===== src/rtl/vliw_pkg.sv =====
// Shared sizing for the execute-packet dispatcher.
// Assumes every instruction word carries its link flag in bit 0.
package vliw_pkg;
    localparam int unsigned SLOTS   = 8;
    localparam int unsigned WORD_W  = 32;
    localparam int unsigned PKT_W   = SLOTS * WORD_W;
    localparam int unsigned LINK_B  = 0;
endpackage


===== src/rtl/vliw_fetch_buf.sv =====
// Holds one fetch packet and the set of slots still waiting for issue.
// Requests a new packet only when nothing is pending and the core is not
// stalled. Assumes issue_mask is always a subset of the pending slots.
module vliw_fetch_buf #(
    parameter int unsigned SLOTS  = vliw_pkg::SLOTS,
    parameter int unsigned WORD_W = vliw_pkg::WORD_W,
    localparam int unsigned PKT_W = SLOTS * WORD_W
) (
    input  logic             clk,
    input  logic             rst_n,
    input  logic             stall_in,
    input  logic             fetch_vld,
    input  logic [PKT_W-1:0] fetch_data,
    input  logic [SLOTS-1:0] issue_mask,
    output logic             fetch_req,
    output logic [PKT_W-1:0] pkt_words,
    output logic [SLOTS-1:0] pend
);
    logic take;

    // Request when the held packet is fully issued and not frozen.
    always_comb begin
        fetch_req = (pend == '0) && !stall_in;
        take      = fetch_req && fetch_vld;
    end

    // Load a new packet or retire the slots issued this cycle.
    always_ff @(posedge clk) begin
        if (!rst_n) begin
            pend      <= '0;
            pkt_words <= '0;
        end else if (!stall_in) begin
            if (take) begin
                pkt_words <= fetch_data;
                pend      <= '1;
            end else begin
                pend      <= pend & ~issue_mask;
            end
        end
    end

    p_load_full_r2: assert property (@(posedge clk) disable iff (!rst_n)
        take |=> (pend == {SLOTS{1'b1}}));
    p_stall_hold_r8: assert property (@(posedge clk) disable iff (!rst_n)
        stall_in |=> $stable(pend) && $stable(pkt_words));
    p_no_req_busy_r6: assert property (@(posedge clk) disable iff (!rst_n)
        (pend != '0) |-> !fetch_req);
endmodule


===== src/rtl/vliw_group_find.sv =====
// Combinational search for the next issue group. It starts at the lowest
// pending slot and runs through linked words. The last slot always ends
// the group. Assumes the pending slots form a contiguous run up to the
// top slot.
module vliw_group_find #(
    parameter int unsigned SLOTS = vliw_pkg::SLOTS
) (
    input  logic [SLOTS-1:0] pend,
    input  logic [SLOTS-1:0] link,
    output logic [SLOTS-1:0] grp,
    output logic             forced
);
    // Walk the slots, collecting pending words until a link bit is clear.
    always_comb begin
        logic closed;
        closed = 1'b0;
        grp    = '0;
        for (int i = 0; i < SLOTS; i++) begin
            if (pend[i] && !closed) begin
                grp[i] = 1'b1;
                if (!link[i]) closed = 1'b1;
            end
        end
        forced = grp[SLOTS-1] && link[SLOTS-1];
    end
endmodule


===== src/rtl/vliw_issue_reg.sv =====
// Registers the dispatched group and masks unused slots to zero.
// Keeps the sticky error for a group closed by the slot-7 boundary.
// Assumes grp and forced come from the same cycle's search.
module vliw_issue_reg #(
    parameter int unsigned SLOTS  = vliw_pkg::SLOTS,
    parameter int unsigned WORD_W = vliw_pkg::WORD_W,
    localparam int unsigned PKT_W = SLOTS * WORD_W
) (
    input  logic             clk,
    input  logic             rst_n,
    input  logic             stall_in,
    input  logic [SLOTS-1:0] grp,
    input  logic             forced,
    input  logic [PKT_W-1:0] pkt_words,
    output logic             disp_valid,
    output logic [SLOTS-1:0] disp_mask,
    output logic [PKT_W-1:0] disp_words,
    output logic             chain_err
);
    logic [PKT_W-1:0] keep;

    // Widen each slot's select bit across its word.
    for (genvar g = 0; g < SLOTS; g++) begin : g_keep
        assign keep[g*WORD_W +: WORD_W] = {WORD_W{grp[g]}};
    end

    // Capture the group unless stalled; latch the boundary error.
    always_ff @(posedge clk) begin
        if (!rst_n) begin
            disp_valid <= 1'b0;
            disp_mask  <= '0;
            disp_words <= '0;
            chain_err  <= 1'b0;
        end else if (!stall_in) begin
            disp_valid <= |grp;
            disp_mask  <= grp;
            disp_words <= pkt_words & keep;
            if (forced) chain_err <= 1'b1;
        end
    end

    p_err_sticky_r7: assert property (@(posedge clk) disable iff (!rst_n)
        chain_err |=> chain_err);
    p_out_hold_r8: assert property (@(posedge clk) disable iff (!rst_n)
        stall_in |=> $stable(disp_mask) && $stable(disp_words) && $stable(disp_valid));
    p_valid_mask_r5: assert property (@(posedge clk) disable iff (!rst_n)
        disp_valid == (disp_mask != '0));
endmodule


===== src/rtl/vliw_dispatch.sv =====
// Top of the execute-packet dispatcher: fetch buffer, group search and
// issue register. One group leaves per unstalled clock; the next fetch
// packet is requested once the held one is used up.
module vliw_dispatch #(
    parameter int unsigned SLOTS  = vliw_pkg::SLOTS,
    parameter int unsigned WORD_W = vliw_pkg::WORD_W,
    localparam int unsigned PKT_W = SLOTS * WORD_W
) (
    input  logic             clk,
    input  logic             rst_n,
    input  logic             stall_in,
    output logic             fetch_req,
    input  logic             fetch_vld,
    input  logic [PKT_W-1:0] fetch_data,
    output logic             disp_valid,
    output logic [SLOTS-1:0] disp_mask,
    output logic [PKT_W-1:0] disp_words,
    output logic             chain_err
);
    logic [PKT_W-1:0] pkt_words;
    logic [SLOTS-1:0] pend;
    logic [SLOTS-1:0] link;
    logic [SLOTS-1:0] grp;
    logic             forced;

    // Pull the link flag out of each held word.
    for (genvar g = 0; g < SLOTS; g++) begin : g_link
        assign link[g] = pkt_words[g*WORD_W + vliw_pkg::LINK_B];
    end

    vliw_fetch_buf #(.SLOTS(SLOTS), .WORD_W(WORD_W)) buf_i (
        .clk        (clk),
        .rst_n      (rst_n),
        .stall_in   (stall_in),
        .fetch_vld  (fetch_vld),
        .fetch_data (fetch_data),
        .issue_mask (grp),
        .fetch_req  (fetch_req),
        .pkt_words  (pkt_words),
        .pend       (pend)
    );

    vliw_group_find #(.SLOTS(SLOTS)) find_i (
        .pend   (pend),
        .link   (link),
        .grp    (grp),
        .forced (forced)
    );

    vliw_issue_reg #(.SLOTS(SLOTS), .WORD_W(WORD_W)) issue_i (
        .clk        (clk),
        .rst_n      (rst_n),
        .stall_in   (stall_in),
        .grp        (grp),
        .forced     (forced),
        .pkt_words  (pkt_words),
        .disp_valid (disp_valid),
        .disp_mask  (disp_mask),
        .disp_words (disp_words),
        .chain_err  (chain_err)
    );

    p_grp_pending_r3: assert property (@(posedge clk) disable iff (!rst_n)
        (grp & ~pend) == '0);
    p_issue_when_busy_r4: assert property (@(posedge clk) disable iff (!rst_n)
        (!stall_in && pend != '0) |=> disp_valid);
    p_idle_no_issue_r1: assert property (@(posedge clk) disable iff (!rst_n)
        (!stall_in && pend == '0) |=> !disp_valid);
endmodule


===== config.mk =====
export PLATFORM = sky130hd
export DESIGN_NAME = vliw_dispatch
export DESIGN_NICKNAME = d
export VERILOG_FILES = /design/src/rtl/vliw_pkg.sv /design/src/rtl/vliw_fetch_buf.sv /design/src/rtl/vliw_group_find.sv /design/src/rtl/vliw_issue_reg.sv /design/src/rtl/vliw_dispatch.sv
export SDC_FILE = /design/constraint.sdc
export NUM_CORES = 1
export LEC_CHECK = 0
export BUFFER_PORTS_ARGS = -buffer_cell sky130_fd_sc_hd__buf_2
export CAP_MARGIN = 0
export CELL_PAD_IN_SITES_DETAIL_PLACEMENT = 0
export CELL_PAD_IN_SITES_GLOBAL_PLACEMENT = 1
export CORE_ASPECT_RATIO = 1.1
export CORE_MARGIN = 2
export CORE_UTILIZATION = 43
export CTS_BUF_LIST = sky130_fd_sc_hd__clkbuf_16
export DETAILED_ROUTE_END_ITERATION = 6
export HOLD_SLACK_MARGIN = 0.05
export PLACE_DENSITY = 0.89
export SLEW_MARGIN = 10
export SYNTH_ARGS = -nofsm -noshare
export SYNTH_HDL_FRONTEND = slang
export SYNTH_HIERARCHICAL = 1
export SYNTH_SLANG_ARGS = --single-unit
export TNS_END_PERCENT = 20

===== constraint.sdc =====
create_clock -name clk -period 3.45 [get_ports clk]
set_clock_uncertainty 0.15 [all_clocks]
set_input_delay 0.69 -clock clk [delete_from_list [all_inputs] [get_ports clk]]
set_output_delay 0.69 -clock clk [all_outputs]
set_load 0.02 [all_outputs]

# Word level (Yosys, flattened, before mapping)
# Cells that the tools add are included.
[classes]
mux = 23
n_reduce_logical = 22
bitwise_logic = 4
[ops]
columns = ["operator", "n"]
rows = [
  ["bitwise AND 256 bit", 1],
  ["two-way mux 1 bit", 22],
  ["logical AND 1 bit", 10],
  ["bitwise AND 8 bit", 1],
  ["zero test 1 bit", 8],
  ["zero test 8 bit", 1],
  ["two-way mux 8 bit", 1],
  ["NOT 8 bit", 1],
  ["OR reduction 8 bit", 1],
  ["AND reduction 2 bit", 2],
  ["NOT 1 bit", 1],
]
[word_totals]
input_bits = 260
reg_bits = 530

# Longest topological paths before layout
[logic_depth]
word_depth = 26
depth_mapped = 7
ltp_nobuf = 6

# By module
# The synthesis kept the hierarchy.
[modules_own_cells]
columns = ["module", "cells_per_inst", "instances", "area_each_um2"]
rows = [
  ["vliw_issue_reg", 1175, 1, 10839.1],
  ["vliw_fetch_buf", 1150, 1, 10502.6],
  ["vliw_group_find", 24, 1, 156.4],
]

# Least setup slack after synthesis
# Ideal clock, no wire load.
[synth_timing]
path_kind = "input to output"
from = "in stall_in"
to = "out fetch_req"
slack_ps = 1094
n_path_buf = 1
stages = 2
t_arrival_ps = 1516
required_time_ps = 2610
path_cell_list = "buf_6 nor4_1"
[synth_between]
elab_chain_len = 2
[synth_lines]
columns = ["element", "line_no", "source"]
rows = [
  ["start, declared", "vliw_dispatch.sv:11", "input logic stall_in,"],
  ["zero test 1 bit", "-", ""],
  ["logical AND 1 bit", "vliw_fetch_buf.sv:23", "fetch_req = (pend == '0) && !stall_in;"],
  ["end, declared", "vliw_dispatch.sv:12", "output logic fetch_req,"],
]
# Every way passes these cells.

# Final worst setup path
[layout_timing]
from = "reg buf_i.pend[3]"
to = "out fetch_req"
[layout_between]
elab_chain_len = 2
[layout_lines]
columns = ["element", "line_no", "source"]
rows = [
  ["start, declared", "vliw_fetch_buf.sv:17", "output logic [SLOTS-1:0] pend"],
  ["start signal, assigned", "vliw_fetch_buf.sv:37", "pend <= pend & ~issue_mask;"],
  ["zero test 8 bit", "vliw_fetch_buf.sv:23", ""],
  ["logical AND 1 bit", "vliw_fetch_buf.sv:23", ""],
]
# Every way passes these cells.

==> summary.md <==
| Metric | Value |
|---|---|
| HPWL after DPL | `38000 um` |
| Outcome | `finished clean` |
| Total Power | `0.0141 W` |
| Clock buffer depth | `3` |
| WP data arrival | `2100 ps` |
| Initial antenna violation count | `26` |
| CP startpoint kind | `flip-flop` |
| Clock Latency Late Sink | `590 ps` |
| Post-synth EDFFs | `0` |
| Via count | `17500` |
| Max H-tree Level | `2` |
| Die X | `217 um` |
| Setup Crit Path Kind | `reg2out` |
| Post-CTS Setup Repair Bufs | `0` |
| Max Fclk | `340 MHz` |
| Worst Hold Class | `in2reg` |
| Worst stage delay on the critical path | `560 ps` |
| Post-synth cell types | `30` |
| Worst VDD drop | `0.000385 V` |
| Detail Route Antenna Nets | `0` |
| 1st-iter DRT viols | `1279` |
| Synth Flop Type | `dfxtp_1` |
| Buffers & Inverters on Critical Path | `1` |
| Die area | `0.0518 sq mm` |
| First-pass GRT wire length | `88800 um` |
| Async SR Flop Fraction | `0%` |
| Worst rel slew slack | `13.6%` |
| RSZ-0062 raised after global routing | `no` |
| Core Rows | `85` |
| Via/cell ratio | `5.05` |
| DRC | `0` |
| Share of layout cells above drive strength 1 | `22.9%` |
| Total CTS buffers | `55` |
| Ys Warns | `6` |
| Drt wl/cell | `16.5 um` |
| Syn-to-layout area delta | `20.8%` |
| Placer Congestion | `0.840` |
| Core footprint | `0.0491 sq mm` |
| Crit path time final | `2940 ps` |
| Hold-fix buffers, CTS | `0` |
| Final wirelength | `57100 um` |
| Clock-pin slew on the worst setup and hold paths | `60 ps` |
| Final Cycle Share | `85.2%` |
| CP required | `2610 ps` |
| Register area share after synthesis | `49.4%` |
| Finished Layout Cells | `3459` |
| Final Hold Viols | `0` |
| Mapped Area | `0.0215 sq mm` |
| Setup TNS | `0 ps` |
| Count of final max-slew check failures | `0` |
| Largest net degree at the start of global routing | `266` |
| Power per cell area | `542 mW/mm^2` |
| Number of max-cap violations | `0` |
| CP Cell Sequence | `nor4_2 -> nand2_1 -> nor4_1 -> buf_2` |
| Final setup fails | `0` |
| Post-CTS sizing | `0` |
| Ports | `527` |
| Commonest cells after routing, fill and taps aside | `nand2_1, dfxtp_1, buf_2, mux2i_1, a21boi_1` |
| Mapped Nets | `2609` |
| Measured slew at the worst slew-check pin | `1300 ps` |
| Vias in the first global route | `16800` |
| Synthesized area per cell | `9.15 sq um` |
| Overall Global Routing Usage | `21.1%` |
| Seq cells post-synth | `530` |
| Buffers on Ports | `526` |
| 1st-pass router iterations | `5` |
| TritonCTS clock tree | `built` |
| Crit Path Max Fanout | `4` |
| Die extent in y | `239 um` |
| Post-Synthesis Cells | `2349` |
| Internal reg-to-reg setup slack | `1090 ps` |
| Inst Count DP | `3350` |
| Number of clock sinks | `530` |
| CP max-delay cell | `nor4_2` |
| CTS root buffer | `clkbuf_16` |
| Fillers | `4637` |
| Number of nets in the layout | `3015` |
| Leakage | `12.0 nW` |
| GR Overflow Total | `0` |
| Most common cell after layout, fill and taps aside | `nand2_1` |
| Initial core utilization | `43.8%` |
| Worst path top cell family by delay | `simple AND/OR/NAND/NOR gates` |
| CP Capture Type | `output pin` |
[through the flow]
stage	utilization (%)	setup WS, ps	instance area [sq um]	hold slack (ps)
4_1_cts	52.8	512	25900	143
2_1_floorplan	-	1090	21500	288
6_report	52.9	511	26000	182
3_3_place_gp	49.4	811	24300	294
3_5_place_dp	49.4	791	24300	297
5_1_grt	52.9	320	26000	157
[flip-flops by register name (all words and copies together) (netlist names)]
register,cells
issue_i/chain_err,1
issue_i/disp_words,256
buf_i/pend,8
buf_i/pkt_words,256
issue_i/disp_valid,1
issue_i/disp_mask,8
[layer usage]
metal	GRT usage, %	wire [um]	vias to the layer above
li1	-	-	8581
met1	26.0	24400	8259
met2	34.3	26200	468
met3	6.62	4260	142
met4	8.53	2020	26
met5	0	165	-
[where the power goes]
| group | switching, W | total, W | leakage [nW] | internal (W) |
|---|---|---|---|---|
| registers | 0.000203 | 0.00669 | 4.29 | 0.00649 |
| clock network | 0.00242 | 0.00560 | 0.862 | 0.00318 |
| logic | 0.00105 | 0.00180 | 6.90 | 0.000754 |
[worst reg2reg max path: stages, from the launching register on]
cell and delay (ps):
dfxtp_1 340, nor4_2 560, nand3_4 320, buf_12 320, buf_4 360, mux2i_1 180
[worst paths after layout]
kind	start	endpoint	depth (start not counted)
worst min-delay path	fetch_data[145]	buf_i/pkt_words[145]	3
worst max-delay path	buf_i/pend[3]	fetch_req	4
worst max register to register	buf_i/pend[3]	buf_i/pkt_words[211]	5
worst min register to register	issue_i/disp_words[255]	issue_i/disp_words[255]	2
[cells in the mapped netlist, types with 4 or more instances]
master,count,area [sq um]
nand2b_1,6,37.5
nor2b_1,9,56.3
clkbuf_1,138,518
a21boi_1,264,1980
inv_1,10,37.5
buf_2,22,110
o21ai_0,8,40.0
nor2_1,4,15.0
dfxtp_1,530,10600
mux2i_1,264,2640
buf_6,30,338
buf_4,12,90.1
nand2_1,772,2900
nand3b_1,256,1920
[cells by family after synthesis]
logic type	count (synthesis)	synth area share, %
compound gates	276	9.64
flops	530	49.4
buf+inv	218	5.26
mux	264	12.3
simple gates	1061	23.4
[cell type report]
| cell class | instances | area, sq um | area share, % |
|---|---|---|---|
| timing repair buffer | 557 | 3020 | 11.6 |
| inverter | 10 | 37.5 | 0.145 |
| tap | 652 | 816 | 3.14 |
| multi-input combinational | 1601 | 9780 | 37.6 |
| clock buffer | 57 | 1430 | 5.49 |
| clock inverter | 39 | 249 | 0.959 |
| sequential | 530 | 10600 | 40.9 |
| antenna | 13 | 32.5 | 0.125 |
No activity file was read; power rests on OpenSTA's default activity.
